## config.mk

```make
export PLATFORM = sky130hd
export DESIGN_NAME = pload_shifter
export DESIGN_NICKNAME = d
export VERILOG_FILES = /design/src/rtl/pload_shifter.sv
export SDC_FILE = /design/constraint.sdc
export NUM_CORES = 1
export LEC_CHECK = 0
export BUFFER_PORTS_ARGS = -buffer_cell sky130_fd_sc_hd__buf_4
export CAP_MARGIN = 0
export CORE_MARGIN = 2
export CORE_UTILIZATION = 49
export DETAILED_ROUTE_END_ITERATION = 16
export GPL_TIMING_DRIVEN = 1
export PLACE_DENSITY = 0.8
export SKIP_CTS_REPAIR_TIMING = 1
export SLEW_MARGIN = 15
export SYNTH_ARGS = -nofsm -noshare
export SYNTH_HDL_FRONTEND = slang
export SYNTH_SLANG_ARGS = --single-unit
```

## constraint.sdc

```tcl
create_clock -name clk -period 1.7 [get_ports clk]
set_clock_uncertainty 0.1 [all_clocks]
set_input_delay 0.085 -clock clk [delete_from_list [all_inputs] [get_ports clk]]
set_output_delay 0.085 -clock clk [all_outputs]
set_load 0.02 [all_outputs]
```

## src/rtl/pload_shifter.sv

```systemverilog
module pload_shifter #(
  parameter int WIDTH = 8,
  parameter int SYNC_STAGES = 2
) (
  input  logic             clk,
  input  logic             rst,
  input  logic             load_n,
  input  logic             sclk_in,
  input  logic             inhibit_in,
  input  logic             ser_in,
  input  logic [WIDTH-1:0] par_in,
  output logic             q_last,
  output logic             q_last_n,
  output logic [WIDTH-1:0] stage_out
);

  localparam int LAST = WIDTH - 1;
  localparam int SLAST = SYNC_STAGES - 1;

  logic [SYNC_STAGES-1:0] load_pipe, clk_pipe, inh_pipe, ser_pipe;
  logic [WIDTH-1:0] stages;
  logic load_s, clk_s, inh_s, ser_s, ser_d;
  logic gate_now, gate_prev, edge_hit;

  always_ff @(posedge clk) begin
    if (rst) begin
      load_pipe <= '1;
      clk_pipe  <= '0;
      inh_pipe  <= '0;
      ser_pipe  <= '0;
    end else begin
      load_pipe <= {load_pipe[SYNC_STAGES-2:0], load_n};
      clk_pipe  <= {clk_pipe[SYNC_STAGES-2:0], sclk_in};
      inh_pipe  <= {inh_pipe[SYNC_STAGES-2:0], inhibit_in};
      ser_pipe  <= {ser_pipe[SYNC_STAGES-2:0], ser_in};
    end
  end

  assign load_s = load_pipe[SLAST];
  assign clk_s  = clk_pipe[SLAST];
  assign inh_s  = inh_pipe[SLAST];
  assign ser_s  = ser_pipe[SLAST];

  assign gate_now = clk_s | inh_s;
  assign edge_hit = gate_now & ~gate_prev;

  always_ff @(posedge clk) begin
    if (rst) begin
      gate_prev <= 1'b0;
      ser_d     <= 1'b0;
      stages    <= '0;
    end else begin
      gate_prev <= gate_now;
      ser_d     <= ser_s;
      if (!load_s)
        stages <= par_in;
      else if (edge_hit)
        stages <= {stages[LAST-1:0], ser_d};
    end
  end

  assign q_last    = stages[LAST];
  assign q_last_n  = ~stages[LAST];
  assign stage_out = stages;


  reset_clear_chk: assert property (@(posedge clk)
    rst |=> (stages == '0 && !gate_prev));


  load_follow_chk: assert property (@(posedge clk) disable iff (rst)
    !load_s |=> stages == $past(par_in));


  shift_move_chk: assert property (@(posedge clk) disable iff (rst)
    (edge_hit && load_s) |=> stages == {$past(stages[LAST-1:0]), $past(ser_d)});


  inhibit_block_chk: assert property (@(posedge clk) disable iff (rst)
    (load_s && inh_s && gate_prev) |=> $stable(stages));


  idle_hold_chk: assert property (@(posedge clk) disable iff (rst)
    (load_s && !edge_hit) |=> $stable(stages));

endmodule

```

==> results.sh <==
export IMPL_status="finished, violations left"
export IMPL_violations="hold timing"
export IMPL_drtAntennaViolNets=0
export IMPL_grt_pass1_wl_um=1620
export IMPL_ys_seq_elements=18
export IMPL_die_h_um=40.3
export IMPL_period_share_pct=79.7
export IMPL_synth_top_cell_area_share_pct=55.8
export IMPL_period_minus_slack_ns=1.35
export IMPL_synthCells=69
export IMPL_area_delta_synth_final_pct=48.3
export IMPL_cts_sinks=18
export IMPL_cp_start_kind="primary input"
export IMPL_peakVddDrop_v=0.000555
export IMPL_worstReg2RegStart="inh_pipe[1]"
export IMPL_start_util_pct=50.9
export IMPL_final_core_util_pct=75.4
export IMPL_synth_largest_area_cell="dfxtp_1"
export IMPL_cts_buffer_depth=2
export IMPL_io_pins=24
export IMPL_wire_per_inst_um=10.8
export IMPL_synth_area_leaders="dfxtp_1 56%, a311oi_1 11%, nand2_1 9.3%"
export IMPL_viasPerCell=4.88
export IMPL_slew_viol_final=0
export IMPL_synth_most_common_cell="dfxtp_1"
export IMPL_endpoint_kind="register"
export IMPL_cpMostUsedCell="dlygate4sd3_1"
export IMPL_ys_async_sr_fraction_pct=0
export IMPL_min_path_cells=3
export IMPL_grt_max_degree=19
export IMPL_p_per_area_mw_per_mm2=878
export IMPL_r2r_cells=3
export IMPL_yosysWarningCount=0
export IMPL_crit_arrival_ns=1.44
export IMPL_rsz0062_at_grt="false"
export IMPL_cp_top_family="buffers and inverters"
export IMPL_holdWs_ns=-0.00960
export IMPL_cts_tree="built"
export IMPL_cap_violations=0
export IMPL_min_to="stage_out[1]"
export IMPL_critical_path_class="primary input to register"
export IMPL_htreeDepth=1
export IMPL_synth_ff_type="dfxtp_1"
export IMPL_n_fill_cell=97
export IMPL_antenna_found_initial=0
export IMPL_numPortBuffers=23
export IMPL_clk_pin_slew_ns=0.10
export IMPL_min_delay_start="par_in[1]"
export IMPL_cp_slowest_cell="dlygate4sd3_1"
export IMPL_syn_avg_cell_area_um2=9.36
export IMPL_reg2reg_slack_ns=0.46
export IMPL_clock_root_buffer="clkbuf_4"
export IMPL_nets=118
export IMPL_gr_total_overflow=0
export IMPL_vias=576
export IMPL_die_x_um=40.3
export IMPL_drc=0
export IMPL_grt_pass1_vias=422
export IMPL_fp_row_count=13
export IMPL_hpwl_um=849
export IMPL_gp_congestion=0.633
export IMPL_hold_class="primary input to register"
export IMPL_final_setup_viol_count=0
export IMPL_core_area_mm2=0.00127
export IMPL_drive_above_1_share_pct=30.1
export IMPL_syn_num_nets=83
export IMPL_timing_rr_end="stage_out[3]"
export IMPL_slew_headroom_pct=68.4
export IMPL_synth_common_cells="18 x dfxtp_1, 16 x nand2_1, 10 x nor2_1"
export IMPL_syn_area_um2=646
export IMPL_synth_edf_count=0
export IMPL_drt_iter0_markers=0
export IMPL_wl_um=1270
export IMPL_required_ns=1.79
export IMPL_clkLatencyLatePin_ns=0.29
export IMPL_fmax_mhz=738
export IMPL_synth_cell_types=14
export IMPL_cp_cell_sequence="dlygate4sd3_1 > buf_4 > nor2b_1 > dlygate4sd3_1"
export IMPL_first_pass_iters=1
export IMPL_tightest_slew_ns=0.473
export IMPL_gr_usage_all_layers_pct=15.2
export IMPL_worstPathMaxFanout=18
export IMPL_critPathBufInv=3
export IMPL_p_leak_nw=0.400
export IMPL_cts_buffers=3
export IMPL_diodes=0
export IMPL_hold_viol=2
export IMPL_setup_tns_final_ns=0
export IMPL_worst_path_largest_cell_delay_ns=0.54
export IMPL_ys_seq_area_share_pct=55.8
export IMPL_die_area_mm2=0.00162
state kept, by name, indices dropped and copies added (netlist names):
| name | flops |
|---|---|
| stage_out | 8 |
| clk_pipe | 2 |
| inh_pipe | 2 |
| load_pipe | 2 |
| ser_pipe | 2 |
| gate_prev | 1 |
| ser_d | 1 |
cell type report:
| type | instances | area [um2] | share of cell area (%) |
|---|---|---|---|
| Clock buffer | 4 | 36.3 | 3.79 |
| Inverter | 1 | 3.75 | 0.392 |
| Multi-Input combinational cell | 45 | 245 | 25.6 |
| Sequential cell | 18 | 360 | 37.6 |
| Tap cell | 15 | 18.8 | 1.96 |
| Timing Repair Buffer | 35 | 293 | 30.6 |
where the power goes:
part | switching, W | internal (W)
Sequential | 0.0000157 | 0.000443
Combinational | 0.0000527 | 0.0000710
Clock | 0.000127 | 0.000130
stage by stage:
stage / instance area (um2) / worst slack, ns / std cells / hold WS, ns / total power, W
finish: 957 / 0.345 / 118 / -0.00960 / 0.000841
CTS: 837 / 0.454 / 106 / -0.138 / 0.000829
detailed placement: 801 / 0.474 / 102 / 0.173 / 0.000571
global placement: 801 / 0.514 / 102 / 0.170 / 0.000568
global route: 957 / 0.322 / 118 / 0.00351 / 0.000877
floorplan: 646 / 0.626 / 69 / 0.0566 / 0.000524
worst max-delay path by stage:
stage	start	to	slack [ns]	cells past startpoint
after detailed placement	inh_pipe[1]	stage_out[3]	0.47	3
after floorplan	gate_prev	stage_out[1]	0.63	4
after CTS	inh_pipe[1]	stage_out[3]	0.45	3
final	rst	ser_pipe[0]	0.35	4
after global placement	inh_pipe[1]	stage_out[5]	0.51	3
after global routing	rst	inh_pipe[0]	0.32	4
layout by cell type (no fill, tap or decap), drive strengths merged:
| cell | synthesis | routed |
|---|---|---|
| a311oi | 8 | 8 |
| o21ba | 1 | 1 |
| dfxtp | 18 | 18 |
| nand2 | 16 | 16 |
| inv | 1 | 1 |
| nor2b | 7 | 7 |
| o21bai | 1 | 1 |
| or2 | 2 | 2 |
| buf | 3 | 23 |
| nor2 | 10 | 10 |
| clkbuf | 2 | 4 |
| dlygate4sd3 | 0 | 12 |
logic make-up after synthesis:
| kind of cell | Yosys count | synth area share [%] |
|---|---|---|
| simple gates | 35 | 23.8 |
| compound gates | 10 | 14.1 |
| flops | 18 | 55.8 |
| buf+inv | 6 | 6.20 |
routing by layer:
| metal | track usage, % | vias to the layer above | wire length (um) |
|---|---|---|---|
| met3 | 3.89 | 2 | 105 |
| met5 | 0 | - | 0 |
| met4 | 7.50 | 0 | 18 |
| met1 | 19.2 | 257 | 593 |
| met2 | 23.8 | 22 | 557 |
| li1 | - | 295 | - |
worst register-to-register path, delay by kind of cell, from the launching register on:
kind | cells | cell delay (ns)
AOI/OAI and AO/OA | 2 | 0.60
DFF | 1 | 0.34
and+or+nand+nor | 1 | 0.10
Note: power is estimated with default switching activity, not from simulation.
